$ cat src/rtl/bitalias_pkg.sv
package bitalias_pkg;

   // Region that an address falls into
   typedef enum logic [1:0] {
      REG_NONE  = 2'd0,
      REG_TGT   = 2'd1,
      REG_ALIAS = 2'd2
   } region_e;

   // Access sequencer states
   typedef enum logic [1:0] {
      SQ_IDLE   = 2'd0,
      SQ_FETCH  = 2'd1,
      SQ_STORE  = 2'd2,
      SQ_DONE   = 2'd3
   } seq_state_e;

endpackage

$ cat src/rtl/bitalias_decode.sv
module bitalias_decode
   import bitalias_pkg::*;
#(
   parameter int unsigned ADDR_W     = 12,
   parameter int unsigned DATA_W     = 32,
   parameter int unsigned WORDS      = 8,
   parameter int unsigned TGT_BASE   = 0,
   parameter int unsigned ALIAS_BASE = 1024,
   localparam int unsigned WIDX_W    = (WORDS > 1) ? $clog2(WORDS) : 1,
   localparam int unsigned BIT_W     = $clog2(DATA_W)
) (
   input  logic [ADDR_W-1:0] addr,
   output region_e           region,
   output logic [WIDX_W-1:0] word_idx,
   output logic [BIT_W-1:0]  bit_idx
);

   localparam logic [ADDR_W-1:0] TGT_B   = ADDR_W'(TGT_BASE);
   localparam logic [ADDR_W-1:0] ALIAS_B = ADDR_W'(ALIAS_BASE);
   localparam logic [ADDR_W-1:0] TGT_N   = ADDR_W'(WORDS);
   localparam logic [ADDR_W-1:0] ALIAS_N = ADDR_W'(WORDS * DATA_W);

   logic [ADDR_W-1:0] tgt_off;
   logic [ADDR_W-1:0] alias_off;
   logic              in_tgt;
   logic              in_alias;

   // Offsets wrap below the base, so one unsigned compare bounds each region
   assign tgt_off   = addr - TGT_B;
   assign alias_off = addr - ALIAS_B;
   assign in_tgt    = (tgt_off < TGT_N);
   assign in_alias  = (alias_off < ALIAS_N);

   always_comb begin
      region   = REG_NONE;
      word_idx = '0;
      bit_idx  = '0;
      if (in_tgt) begin
         region   = REG_TGT;
         word_idx = tgt_off[WIDX_W-1:0];
      end else if (in_alias) begin
         // alias offset = word * DATA_W + bit
         region   = REG_ALIAS;
         bit_idx  = alias_off[BIT_W-1:0];
         word_idx = alias_off[BIT_W +: WIDX_W];
      end
   end

endmodule

$ cat src/rtl/bitalias_regfile.sv
module bitalias_regfile #(
   parameter int unsigned DATA_W    = 32,
   parameter int unsigned WORDS     = 8,
   parameter logic [DATA_W-1:0] RESET_VAL = '0,
   localparam int unsigned WIDX_W   = (WORDS > 1) ? $clog2(WORDS) : 1
) (
   input  logic              clk,
   input  logic              rst,
   input  logic [WIDX_W-1:0] rd_idx,
   output logic [DATA_W-1:0] rd_data,
   input  logic              wr_en,
   input  logic [WIDX_W-1:0] wr_idx,
   input  logic [DATA_W-1:0] wr_data
);

   logic [DATA_W-1:0] word_q [WORDS];

   for (genvar gi = 0; gi < WORDS; gi++) begin : g_word
      always_ff @(posedge clk) begin
         if (rst) begin
            word_q[gi] <= RESET_VAL;
         end else if (wr_en && (wr_idx == WIDX_W'(gi))) begin
            word_q[gi] <= wr_data;
         end
      end
   end

   assign rd_data = word_q[rd_idx];

   // A write reaches the addressed word on the following cycle
   assert_write_lands_R2: assert property (@(posedge clk) disable iff (rst)
      wr_en |=> (word_q[$past(wr_idx)] == $past(wr_data)));

endmodule

$ cat src/rtl/bitalias_ctrl.sv
module bitalias_ctrl
   import bitalias_pkg::*;
#(
   parameter int unsigned DATA_W  = 32,
   parameter int unsigned WORDS   = 8,
   localparam int unsigned WIDX_W = (WORDS > 1) ? $clog2(WORDS) : 1,
   localparam int unsigned BIT_W  = $clog2(DATA_W)
) (
   input  logic              clk,
   input  logic              rst,
   input  logic              req,
   input  logic              we,
   input  logic [DATA_W-1:0] wdata,
   input  region_e           region,
   input  logic [WIDX_W-1:0] word_in,
   input  logic [BIT_W-1:0]  bit_in,
   output logic [WIDX_W-1:0] rf_rd_idx,
   input  logic [DATA_W-1:0] rf_rd_data,
   output logic              rf_wr_en,
   output logic [WIDX_W-1:0] rf_wr_idx,
   output logic [DATA_W-1:0] rf_wr_data,
   output logic [DATA_W-1:0] rdata,
   output logic              ready
);

   seq_state_e        st_q, st_d;
   logic [WIDX_W-1:0] word_q;
   logic [BIT_W-1:0]  bit_q;
   logic              setv_q;
   logic [DATA_W-1:0] hold_q;
   logic [DATA_W-1:0] rdata_q, rdata_d;
   logic              accept;
   logic              alias_rd_q;
   logic              none_rd_q;
   logic [DATA_W-1:0] merged;

   assign accept = (st_q == SQ_IDLE) && req;

   // Replace one bit of the fetched word with the requested value
   always_comb begin
      merged = hold_q;
      for (int i = 0; i < DATA_W; i++) begin
         if (bit_q == BIT_W'(i)) merged[i] = setv_q;
      end
   end

   always_comb begin
      st_d       = st_q;
      rdata_d    = rdata_q;
      rf_rd_idx  = (st_q == SQ_IDLE) ? word_in : word_q;
      rf_wr_en   = 1'b0;
      rf_wr_idx  = word_in;
      rf_wr_data = wdata;
      unique case (st_q)
         SQ_IDLE: begin
            if (req) begin
               rdata_d = '0;
               st_d    = SQ_DONE;
               unique case (region)
                  REG_TGT: begin
                     if (we) rf_wr_en = 1'b1;
                     else    rdata_d  = rf_rd_data;
                  end
                  REG_ALIAS: begin
                     if (we) st_d       = SQ_FETCH;
                     else    rdata_d[0] = rf_rd_data[bit_in];
                  end
                  default: ;
               endcase
            end
         end
         SQ_FETCH: st_d = SQ_STORE;
         SQ_STORE: begin
            rf_wr_en   = 1'b1;
            rf_wr_idx  = word_q;
            rf_wr_data = merged;
            st_d       = SQ_DONE;
         end
         SQ_DONE: st_d = SQ_IDLE;
         default: st_d = SQ_IDLE;
      endcase
   end

   always_ff @(posedge clk) begin
      if (rst) begin
         st_q       <= SQ_IDLE;
         word_q     <= '0;
         bit_q      <= '0;
         setv_q     <= 1'b0;
         hold_q     <= '0;
         rdata_q    <= '0;
         alias_rd_q <= 1'b0;
         none_rd_q  <= 1'b0;
      end else begin
         st_q    <= st_d;
         rdata_q <= rdata_d;
         if (accept) begin
            word_q     <= word_in;
            bit_q      <= bit_in;
            setv_q     <= wdata[0];
            alias_rd_q <= (region == REG_ALIAS) && !we;
            none_rd_q  <= (region == REG_NONE) && !we;
         end
         if (st_q == SQ_FETCH) hold_q <= rf_rd_data;
      end
   end

   assign ready = (st_q == SQ_DONE);
   assign rdata = rdata_q;

   assert_ready_pulse_R10: assert property (@(posedge clk) disable iff (rst)
      ready |=> !ready);

   assert_alias_rd_bit0_R4: assert property (@(posedge clk) disable iff (rst)
      (ready && alias_rd_q) |-> (rdata[DATA_W-1:1] == '0));

   assert_outside_rd_zero_R9: assert property (@(posedge clk) disable iff (rst)
      (ready && none_rd_q) |-> (rdata == '0));

   assert_one_bit_change_R6: assert property (@(posedge clk) disable iff (rst)
      (st_q == SQ_STORE) |-> ($countones(rf_wr_data ^ hold_q) <= 1));

   assert_fetch_then_store_R8: assert property (@(posedge clk) disable iff (rst)
      (st_q == SQ_FETCH) |=> (st_q == SQ_STORE));

   assert_store_then_done_R8: assert property (@(posedge clk) disable iff (rst)
      (st_q == SQ_STORE) |=> (ready && !rf_wr_en));

endmodule

$ cat src/rtl/bitalias_xlate.sv
module bitalias_xlate
   import bitalias_pkg::*;
#(
   parameter int unsigned ADDR_W     = 12,
   parameter int unsigned DATA_W     = 32,
   parameter int unsigned WORDS      = 8,
   parameter int unsigned TGT_BASE   = 0,
   parameter int unsigned ALIAS_BASE = 1024,
   parameter logic [DATA_W-1:0] RESET_VAL = '0
) (
   input  logic              clk,
   input  logic              rst,
   input  logic              req,
   input  logic              we,
   input  logic [ADDR_W-1:0] addr,
   input  logic [DATA_W-1:0] wdata,
   output logic [DATA_W-1:0] rdata,
   output logic              ready
);

   localparam int unsigned WIDX_W    = (WORDS > 1) ? $clog2(WORDS) : 1;
   localparam int unsigned BIT_W     = $clog2(DATA_W);
   localparam longint unsigned ALIAS_SPAN = longint'(WORDS) * DATA_W;
   localparam longint unsigned ADDR_SPACE = 64'd1 << ADDR_W;

   // Elaboration-time parameter checks
   if ((DATA_W < 2) || ((DATA_W & (DATA_W - 1)) != 0)) begin : g_bad_dw
      $error("DATA_W must be a power of two of at least 2");
   end
   if (WORDS < 1) begin : g_bad_words
      $error("WORDS must be at least 1");
   end
   if ((TGT_BASE + WORDS > ADDR_SPACE) || (ALIAS_BASE + ALIAS_SPAN > ADDR_SPACE)) begin : g_bad_fit
      $error("regions do not fit in the address space");
   end
   if (!((ALIAS_BASE >= TGT_BASE + WORDS) || (TGT_BASE >= ALIAS_BASE + ALIAS_SPAN))) begin : g_bad_overlap
      $error("target and alias regions overlap");
   end

   region_e           region;
   logic [WIDX_W-1:0] word_idx;
   logic [BIT_W-1:0]  bit_idx;
   logic [WIDX_W-1:0] rf_rd_idx;
   logic [DATA_W-1:0] rf_rd_data;
   logic              rf_wr_en;
   logic [WIDX_W-1:0] rf_wr_idx;
   logic [DATA_W-1:0] rf_wr_data;

   bitalias_decode #(
      .ADDR_W     (ADDR_W),
      .DATA_W     (DATA_W),
      .WORDS      (WORDS),
      .TGT_BASE   (TGT_BASE),
      .ALIAS_BASE (ALIAS_BASE)
   ) decode_i (
      .addr     (addr),
      .region   (region),
      .word_idx (word_idx),
      .bit_idx  (bit_idx)
   );

   bitalias_ctrl #(
      .DATA_W (DATA_W),
      .WORDS  (WORDS)
   ) ctrl_i (
      .clk        (clk),
      .rst        (rst),
      .req        (req),
      .we         (we),
      .wdata      (wdata),
      .region     (region),
      .word_in    (word_idx),
      .bit_in     (bit_idx),
      .rf_rd_idx  (rf_rd_idx),
      .rf_rd_data (rf_rd_data),
      .rf_wr_en   (rf_wr_en),
      .rf_wr_idx  (rf_wr_idx),
      .rf_wr_data (rf_wr_data),
      .rdata      (rdata),
      .ready      (ready)
   );

   bitalias_regfile #(
      .DATA_W    (DATA_W),
      .WORDS     (WORDS),
      .RESET_VAL (RESET_VAL)
   ) regfile_i (
      .clk     (clk),
      .rst     (rst),
      .rd_idx  (rf_rd_idx),
      .rd_data (rf_rd_data),
      .wr_en   (rf_wr_en),
      .wr_idx  (rf_wr_idx),
      .wr_data (rf_wr_data)
   );

   // Completion is never signalled while reset is held
   assert_quiet_in_reset_R1: assert property (@(posedge clk)
      rst |=> !ready);

endmodule

$ cat config.mk
export PLATFORM = sky130hd
export DESIGN_NAME = bitalias_xlate
export DESIGN_NICKNAME = d
export VERILOG_FILES = /design/src/rtl/bitalias_pkg.sv /design/src/rtl/bitalias_decode.sv /design/src/rtl/bitalias_regfile.sv /design/src/rtl/bitalias_ctrl.sv /design/src/rtl/bitalias_xlate.sv
export SDC_FILE = /design/constraint.sdc
export NUM_CORES = 1
export LEC_CHECK = 0
export BUFFER_PORTS_ARGS = -buffer_cell sky130_fd_sc_hd__buf_4
export CORE_ASPECT_RATIO = 1.1
export CORE_MARGIN = 3
export CORE_UTILIZATION = 40
export DETAILED_ROUTE_END_ITERATION = 6
export GPL_TIMING_DRIVEN = 0
export SLEW_MARGIN = 25
export SYNTH_ARGS = -nofsm -noshare
export SYNTH_HDL_FRONTEND = slang
export SYNTH_SLANG_ARGS = --single-unit
$ cat constraint.sdc
create_clock -name clk -period 8 [get_ports clk]
set_input_delay 1.6 -clock clk [delete_from_list [all_inputs] [get_ports clk]]
set_output_delay 1.6 -clock clk [all_outputs]
set_load 0.02 [all_outputs]
# After elaboration in Yosys (flattened, before gate mapping)
# Memories as Yosys holds them, arrays and structs flattened.
# Index checks and enable logic that the tools add are counted.
[totals] n_memories=1 register_bits=75 out_inout_bits=33 wordCells=165 mem_bits_rw=256 latchBits=0 rom_bits=0
[mem_list] memory="regfile_i.word_q" words=8 word_bits=32 rd=1 rd_ports_with_merged_regs=0 write_ports=8 line="bitalias_regfile.sv:16" rtl="logic [DATA_W-1:0] word_q [WORDS];"
[op_classes] mul=0 muxes=89 div=0 reduce_logical=13 magnitude_cmp=3 eq_ne=44 n_addsub=1 shifts=0 bitwise_logic=8
[ops] operator="$mux 32" count=10
[ops] operator="$eq 5x5->1 const B" count=16
[ops] operator="$mux 1" count=63
[ops] operator="$eq 5x4->1 const B" count=8
[ops] operator="$mux 31" count=1
[ops] operator="$eq 5x3->1 const B" count=4
[ops] operator="$eq 3x3->1 const B" count=4
[ops] operator="$lt 12x4->1 const B" count=1
[ops] operator="$lt 12x9->1 const B" count=1
[ops] operator="$mux 3" count=4
[ops] operator="$sub 12x11->12 const B" count=1
[ops] operator="$eq 5x2->1 const B" count=2
[ops] operator="$mux 2" count=5
[ops] operator="$mux 5" count=2
[ops] operator="$logic_and 1x1->1" count=9
[ops] operator="$or 1x1->1" count=8
[ops] operator="$pmux 2 s4" count=1
[ops] operator="$eq 2x2->1 const B" count=3
[ops] operator="$eq 3x2->1 const B" count=2
[ops] operator="$lt 5x6->1 const B" count=1
[ops] operator="$bmux 1 s5" count=1
[ops] operator="$eq 5x1->1 const B" count=1
[ops] operator="$logic_not 5->1" count=1
[ops] operator="$eq 2x1->1 const B" count=2
[ops] operator="other kinds (6)" count=7

# Depth between registers and ports, before layout
# Gate-level depths: netlist of run 1.
[depth] ltp_word=13 mapped_depth=15 depth_no_buf=11

# Cells and area by module
# From an unflattened synthesis of run 1, not the netlist that was laid out.
[hier_totals] cells_unflattened=1203 area_unflattened_um2=15547.4
[by_module_without_submodules] mod="bitalias_regfile" area_each_um2=11497.3 instances=1 seq_area_each_um2=7687.4 cells_per_inst=730
[by_module_without_submodules] mod="bitalias_ctrl" area_each_um2=3906.2 instances=1 seq_area_each_um2=1501.4 cells_per_inst=452
[by_module_without_submodules] mod="bitalias_decode" area_each_um2=143.9 instances=1 seq_area_each_um2=0.0 cells_per_inst=21

# Worst setup path before layout of run 1
# Ideal clock, no wire load.
[synth_path] path_kind="input to register" startpoint="in addr[4]" endpoint="mem regfile_i.word_q[1][0], enable pin" arrival_ps=4378 path_buffers=1 cell_stages=8 setup_ps=428 setup_slack_ps=3194 cell_sequence="nor2_1 > nand4_2 > clkbuf_1 > a21boi_0 > nand2_1 > mux2i_1 > nand2b_1 > o21bai_1"
[synth_rtl] element="start, declared" line="bitalias_xlate.sv:15" rtl="input logic [ADDR_W-1:0] addr,"
[synth_rtl] element="end, declared" line="bitalias_regfile.sv:16"

# Worst setup path in the final report of run 1
[layout_path] startpoint="in addr[10]" endpoint="reg ctrl_i.rdata_q[0], in the netlist ctrl_i.rdata[0]"
[layout_between] elab_chain_len=10
[layout_rtl] element="$sub 12x11->12" line="bitalias_decode.sv:30" rtl="assign alias_off = addr - ALIAS_B;"
[layout_rtl] element="$lt 12x9->1" line="bitalias_decode.sv:32" rtl="assign in_alias = (alias_off < ALIAS_N);"
[layout_rtl] element="$mux 3" line="bitalias_decode.sv:41" rtl="end else if (in_alias) begin"
[layout_rtl] element="$mux 3" line="bitalias_decode.sv:38" rtl="if (in_tgt) begin"
[layout_rtl] element="$mux 3" line="bitalias_ctrl.sv:50" rtl="rf_rd_idx = (st_q == SQ_IDLE) ? word_in : word_q;"
[layout_rtl] element="$mem_v2 8x32"
[layout_rtl] element="$bmux 1 s5" line="bitalias_ctrl.sv:66" rtl="else rdata_d[0] = rf_rd_data[bit_in];"
[layout_rtl] element="$mux 1 (not written as such)" line="bitalias_ctrl.sv:66"
[layout_rtl] element="$mux 1" line="bitalias_ctrl.sv:65" rtl="if (we) st_d = SQ_FETCH;"
[layout_rtl] element="$pmux 1 s2 (*)" line="bitalias_ctrl.sv:59" rtl="unique case (region)"
[layout_rtl] element="end signal, assigned" line="bitalias_ctrl.sv:96" rtl="rdata_q <= rdata_d;"
[layout_rtl] element="end, declared" line="bitalias_ctrl.sv:31" rtl="logic [DATA_W-1:0] rdata_q, rdata_d;"
# Every way passes the cells marked *; elsewhere a longest branch is shown, timed or not. The select of a mux whose other input is x is not followed.
# A chain may end at the register's enable or synchronous reset.

==> out/results.ini, run 1 <==
[sta]
final_hold_viol_count=0
fin_worst_skew_ns=0.0233
fmax_mhz=196
worst_pin_slew_ns=1.12
setup_viol=0
post-route-min-period_ns=5.10
finalCritPeriodShare_pct=63.8
tns_ns=0
timing.final.max_slew_violations=0
rsz0062_at_grt=false
slew_headroom_pct=25.5

[worst_hold_path]
min_path_type=reg -> reg

[clock_tree]
cts_tree=built
post-cts-setup-buffers=0
numCtsBuffers=36
cts-hold-fix-buffers=0
cts.path.max_buffers=3
h-tree-depth=2
cts.sinks=331
clk_pin_slew_ns=0.07
clock_latency_ns=0.54
cts_resized=0
root_buffer=clkbuf_16

[final_layout]
design_area_um2=18200
regArea_um2=9190
multi_input_area_um2=5840
final_common_cell=nor2_1
layout.nets=1630
drive_above_1_share_pct=12.8
n_fill_cell=3433
mostFrequentLayoutCells=nor2_1 (358), edfxtp_1 (256), nand2_1 (140), mux2i_1 (118), a21oi_1 (111)
insertedDiodeCount=0
area_growth_pct=17.3

[power]
power_w=0.00694
powerDensity_nw_per_um2=382
ir_drop_mv=0.198
cellLeakagePower_nw=6.75

[logic_synthesis]
synth-edff-count=256
synthFlopType=edfxtp_1
ys_warn_count=0
ys_async_sr_fraction_pct=0
synth_compound_area_share_pct=11.5
synth_area_um2=15500
synth_nets=1505
synth.avg_cell_area_um2=10.7
synthAdderAreaFrac_pct=0.404
synth.distinct_cells=75
synth_xor_area_share_pct=0
netlist_instances=1452
synthMuxAreaShare_pct=8.28
synth_seq_cells=331
ys_seq_area_share_pct=59.3
synth_top_family_by_area=simple AND/OR/NAND/NOR gates
synth-simple-area-share_pct=17.0

[grt]
grt_max_degree=33
grt_first_pass_wirelength_mm=80.0
use_met1_pct=35.6
grt_pass1_vias=11900
gr-total-overflow=0
grtUsageMet2_pct=42.2
busiest_layer=met2
antenna_found_initial=0
groute.usage.overall_pct=26.4
met3_usage_pct=4.17

[detailed_routing]
post_drt_wl_per_cell_um=26.5
firstDrtPassIters=5
ant_nets=0
drt_iter0_markers=1659
vias=12500
avgViaCountPerCell=5.96
drcViolationCount=0
drt-total-wl_mm=55.7

[status]
status=completed

[place]
gp_congestion=0.975
placed_area_um2=17000
dp_hpwl_mm=38.8
placement.io_buffers=80

[die]
start_util_pct=41.1
die_h_um=212
coreArea_um2=37700
io_pins=81
die_w_um=194
num_rows=74
die-area_um2=41100

[flow_run]
cap_violations=0

[critical_path]
worst_ep_arrival_time_ns=5.55
critPathKind=in -> reg
cp-start-kind=input pin
cp_max_fo=10
worst_ep_required_time_ns=8.45
r2r_slack_ns=3.40
end_kind=register

==> state kept, by name, indices dropped and copies added (netlist names) <==
signal            count
ctrl_i.word_q         3
ctrl_i.st_q           2
ctrl_i.hold_q        32
ctrl_i.rdata         32
ctrl_i.bit_q          5
regfile_i.word_q    256
ctrl_i.setv_q         1
==> logic make-up (layout without fill, tap and decap cells) <==
| group | count (synthesis) | after routing |
|---|---|---|
| DFF | 331 | 331 |
| muxes | 123 | 123 |
| and+or+nand+nor | 624 | 624 |
| adders and majority gates | 5 | 5 |
| buffers and inverters | 116 | 269 |
| AOI/OAI and AO/OA | 253 | 253 |
==> final cells by class <==
class	count	share of cell area (%)
Multi-Input combinational cell	1005	32.1
Sequential cell	331	50.6
Clock buffer	53	5.97
Tap cell	494	3.40
Buffer	105	2.73
Inverter	11	0.227
Clock inverter	13	0.682
Timing Repair Buffer	87	4.30
==> cell usage after synthesis, types with 8 or more instances <==
cell type / number / area, um2
nand3_1: 50 / 250
nand2b_1: 9 / 56.3
a32oi_1: 9 / 78.8
a211oi_1: 13 / 97.6
a22oi_1: 21 / 158
buf_2: 14 / 70.1
buf_4: 10 / 75.1
nand4_1: 8 / 50.1
nor3_1: 15 / 75.1
and3_1: 8 / 50.1
nor2_1: 358 / 1340
buf_1: 8 / 30.0
mux2i_1: 118 / 1180
clkbuf_1: 68 / 255
nand2_1: 140 / 526
a21oi_1: 111 / 556
edfxtp_1: 256 / 7690
inv_1: 11 / 41.3
o21ai_0: 14 / 70.1
dfxtp_1: 75 / 1500
a2111o_1: 12 / 135
==> per-layer routing <==
metal / vias to the layer above / wire length (um)
li1: 5495 / -
met1: 6097 / 22400
met2: 790 / 25200
met3: 118 / 5420
met4: 0 / 2670
met5: - / 0
==> critical path: stages <==
cell and delay (ns):
buf_4 0.12, nor4b_1 0.16, a21boi_2 0.32, a21o_1 0.24, buf_2 0.38, buf_1 0.41, clkbuf_1 0.88, nand2_1 0.11
a31oi_1 0.66, o211ai_1 0.15, o2111a_1 0.29, o32ai_2 0.19
==> power breakdown <==
| part | switching [W] | total [W] | internal (W) | leakage (nW) |
|---|---|---|---|---|
| Sequential | 0.0000886 | 0.00214 | 0.00205 | 3.26 |
| Clock | 0.000700 | 0.00171 | 0.00101 | 0.600 |
| Combinational | 0.00219 | 0.00309 | 0.000905 | 2.89 |
| Total | 0.00298 | 0.00694 | 0.00396 | 6.75 |
==> worst paths after layout <==
path                                      start                            end  cells past startpoint
setup / recovery                       addr[10]   ctrl_i.rdata[0]$_SDFFE_PP0P_                     12
setup reg to reg    ctrl_i.st_q[1]$_SDFFE_PP0P_   ctrl_i.rdata[0]$_SDFFE_PP0P_                     13
hold reg to reg   ctrl_i.hold_q[9]$_SDFFE_PP0N_  ctrl_i.hold_q[9]$_SDFFE_PP0N_                      2
hold / removal    ctrl_i.hold_q[9]$_SDFFE_PP0N_  ctrl_i.hold_q[9]$_SDFFE_PP0N_                      2
==> through the flow <==
step | utilization (%) | hold WS, ns | std cells | setup WS [ns]
3_3_place_gp | 44.3 | 0.474 | 2026 | 0.596
5_1_grt | 48.2 | 0.501 | 2099 | 2.85
2_1_floorplan | - | 0.450 | 1452 | 3.19
6_report | 48.2 | 0.494 | 2099 | 2.90
4_1_cts | 48.2 | 0.491 | 2099 | 3.11
3_5_place_dp | 45.0 | 0.481 | 2033 | 2.57
Note: power is estimated with default switching activity, not from simulation.
==> run 2, diff against run 1 <==
==> constraint.sdc (replaced) <==
create_clock -name clk -period 4.4 [get_ports clk]
set_input_delay 0.88 -clock clk [delete_from_list [all_inputs] [get_ports clk]]
set_output_delay 0.88 -clock clk [all_outputs]
set_load 0.02 [all_outputs]
==> run 2 against run 1 <==
Clock power grew 82%. Count of clock-buffer cells in the layout is the same. Critical endpoint is now regfile_i.word_q[1][20]$_SDFFCE_PN0P_. Critical path type is now reg -> reg. Critical path depth grew 2. Cell count grew 0.14%. Highest routed layer unchanged.
==> out/results.ini, run 2 (synthesis results as in run 1) <==
[die]
num_rows=74  ; unchanged
die-area_um2=41100  ; unchanged
die_h_um=212  ; unchanged
coreArea_um2=37700  ; unchanged
die_w_um=194  ; unchanged
io_pins=81  ; unchanged
start_util_pct=41.1  ; unchanged

[grt]
gr-total-overflow=0  ; unchanged
grt_first_pass_wirelength_mm=80.0  ; unchanged
groute.usage.overall_pct=26.4  ; unchanged
antenna_found_initial=0  ; unchanged
grt_pass1_vias=11900  ; unchanged
grt_max_degree=33  ; unchanged

[detailed_routing]
vias=12500  ; -0.32%
route.met2.wl_mm=25.2  ; about the same
firstDrtPassIters=6  ; +1
drcViolationCount=0  ; unchanged
ant_nets=0  ; unchanged
drt-total-wl_mm=55.7  ; about the same
highest_layer=met4
met1_length_mm=22.7  ; +1.5%
avgViaCountPerCell=5.93  ; -0.46%
post_drt_wl_per_cell_um=26.5  ; -0.18%
drt_iter0_markers=1483  ; -11%
wl_met3_mm=5.10  ; -6.0%

[critical_path]
crit_path_frequent_cell=clkbuf_1
worst_ep_arrival_time_ns=4.57  ; -0.98 ns
rr_startpoint=ctrl_i.st_q[1]$_SDFFE_PP0P_
worst_ep_required_time_ns=4.77  ; -3.68 ns
cp_max_fo=10  ; unchanged
r2r_slack_ns=0.20  ; -3.20 ns
r2r_end=regfile_i.word_q[1][20]$_SDFFCE_PN0P_
max_stage_delay_ns=0.45  ; -0.43 ns
rr_worst_depth=14  ; +1
crit_chain=inv_1 > ha_1 > clkbuf_1 > clkbuf_1 > and2_1 > clkbuf_1 > nand2_1 > nor2_1 > nand2_1 > mux2i_2 > nand2b_1 > nand2b_1 > clkbuf_1 > nor2_1
critPathKind=reg -> reg
end_kind=register
slowest_stage=clkbuf_1
cp-start-kind=register

[sta]
post-route-min-period_ns=4.20
final_hold_viol_count=0  ; unchanged
rsz0062_at_grt=false
setup_viol=0  ; unchanged
worst_pin_slew_ns=1.02  ; -0.0955 ns
fin_worst_skew_ns=0.0208  ; -0.00254 ns
fmax_mhz=238
slew_headroom_pct=30.0  ; +4.4 points
finalCritPeriodShare_pct=95.5
tns_ns=0  ; unchanged
timing.final.max_slew_violations=0  ; unchanged

[status]
status=completed

[final_layout]
layoutNonFillerInstCount=2102  ; +0.14%
drive_above_1_share_pct=13.4  ; +0.54 points
top_register=regfile_i.word_q
area_growth_pct=17.7
largest_register_ffs=256  ; unchanged
utilization_pct=48.4  ; +0.15 points
mostFrequentLayoutCells=nor2_1 (358), edfxtp_1 (256), nand2_1 (140), mux2i_1 (117), a21oi_1 (111)
insertedDiodeCount=0  ; unchanged
final_common_cell=nor2_1
layout.nets=1633  ; +0.18%

[worst_hold_path]
min_path_type=reg -> reg
whs_endpoint=ctrl_i.hold_q[9]$_SDFFE_PP0N_
hold_depth=2  ; unchanged
holdCritStartpoint=ctrl_i.hold_q[9]$_SDFFE_PP0N_

[clock_tree]
cts.sinks=331  ; unchanged
cts_tree=built
numCtsBuffers=36  ; unchanged
root_buffer=clkbuf_16
clock_latency_ns=0.54  ; about the same
h-tree-depth=2  ; unchanged
cts.path.max_buffers=3  ; unchanged
cts-hold-fix-buffers=0  ; unchanged
clk_pin_slew_ns=0.06  ; about the same

[power]
powerDensity_nw_per_um2=693  ; +82%
p_sw_w=0.00541  ; +82%
p_seq_share_pct=30.7  ; about the same
combPwrFrac_pct=44.6  ; about the same
clkPwrFrac_pct=24.6  ; about the same
ir_drop_mv=0.358  ; +81%
power_w=0.0126  ; +82%
p_sw_share_pct=42.8  ; -0.066 points
p_int_w=0.00722  ; +82%
cellLeakagePower_nw=6.78  ; +0.48%

[place]
gp_congestion=0.975  ; unchanged
dp_hpwl_mm=38.8  ; unchanged
placement.io_buffers=80  ; unchanged
placed_cells=2033  ; unchanged

[flow_run]
cap_violations=0  ; unchanged

run 2: cell types whose count changed in the layout (fill, tap and decap cells not counted), sizes merged:
cell / previous run / this run
clkbuf: 121 / 123
buf: 124 / 125
run 2: power by group through the flow:
stage / Combinational (W) / Sequential (W) / Clock (W)
after floorplan: 0.00331 / 0.00388 / 0
after global placement: 0.00537 / 0.00394 / 0
after detailed placement: 0.00544 / 0.00393 / 0
after global routing: 0.00587 / 0.00390 / 0.00324
after CTS: 0.00546 / 0.00387 / 0.00312
final: 0.00564 / 0.00388 / 0.00311
run 2: what timing repair did:
action,CTS,global route
resized for setup,0,8
buffers inserted,0,3
endpoints found under the setup margin,0,57
run 2: worst max-delay path: cells and delay by family (launching register included):
kind | cells | cell delay (ns)
multiplexers | 1 | 0.37
flip-flops | 1 | 0.35
adder cells (fa/ha/maj) | 1 | 0.18
buffers and inverters | 5 | 1.79
AND/OR/NAND/NOR | 7 | 1.35
run 2: routing by layer:
layer | vias up | track usage [%]
li1 | 5498 | -
met1 | 6139 | 35.6
met2 | 708 | 42.2
met3 | 115 | 4.17
met4 | 0 | 12.3
met5 | - | 0
run 2: cell type report:
| cell class | instances | area, um2 |
|---|---|---|
| well taps | 494 | 618 |
| fillers | 3429 | 19500 |
| clock inverters | 13 | 124 |
| flip-flops and latches | 331 | 9190 |
| repair buffers | 90 | 816 |
| multi-input cells | 1005 | 5860 |
| plain buffers | 105 | 499 |
| clock buffers | 53 | 1080 |
| inverters | 11 | 41.3 |
run 2: stage by stage:
step                      instance area [um2]  hold slack [ns]  setup slack (ns)
final                                   18200            0.493             0.197
after global routing                    18200            0.501           0.00647
after CTS                               18200            0.491           0.00537
after detailed placement                17000            0.481            -0.306
after global placement                  16700            0.474             -2.28
after floorplan                         15500            0.450             0.314
run 2: how the worst max path moves through the flow:
| stage | startpoint | end | slack (ns) |
|---|---|---|---|
| final | ctrl_i.st_q[1]$_SDFFE_PP0P_ | regfile_i.word_q[1][20]$_SDFFCE_PN0P_ | 0.20 |
| after global routing | ctrl_i.st_q[1]$_SDFFE_PP0P_ | regfile_i.word_q[1][9]$_SDFFCE_PN0P_ | 0.006 |
| after CTS | ctrl_i.st_q[1]$_SDFFE_PP0P_ | ctrl_i.rdata[0]$_SDFFE_PP0P_ | 0.005 |
| after detailed placement | addr[10] | ctrl_i.rdata[0]$_SDFFE_PP0P_ | -0.31 |
| after global placement | addr[4] | regfile_i.word_q[1][3]$_SDFFCE_PN0P_ | -2.28 |
| after floorplan | addr[4] | regfile_i.word_q[1][0]$_SDFFCE_PN0P_ | 0.31 |
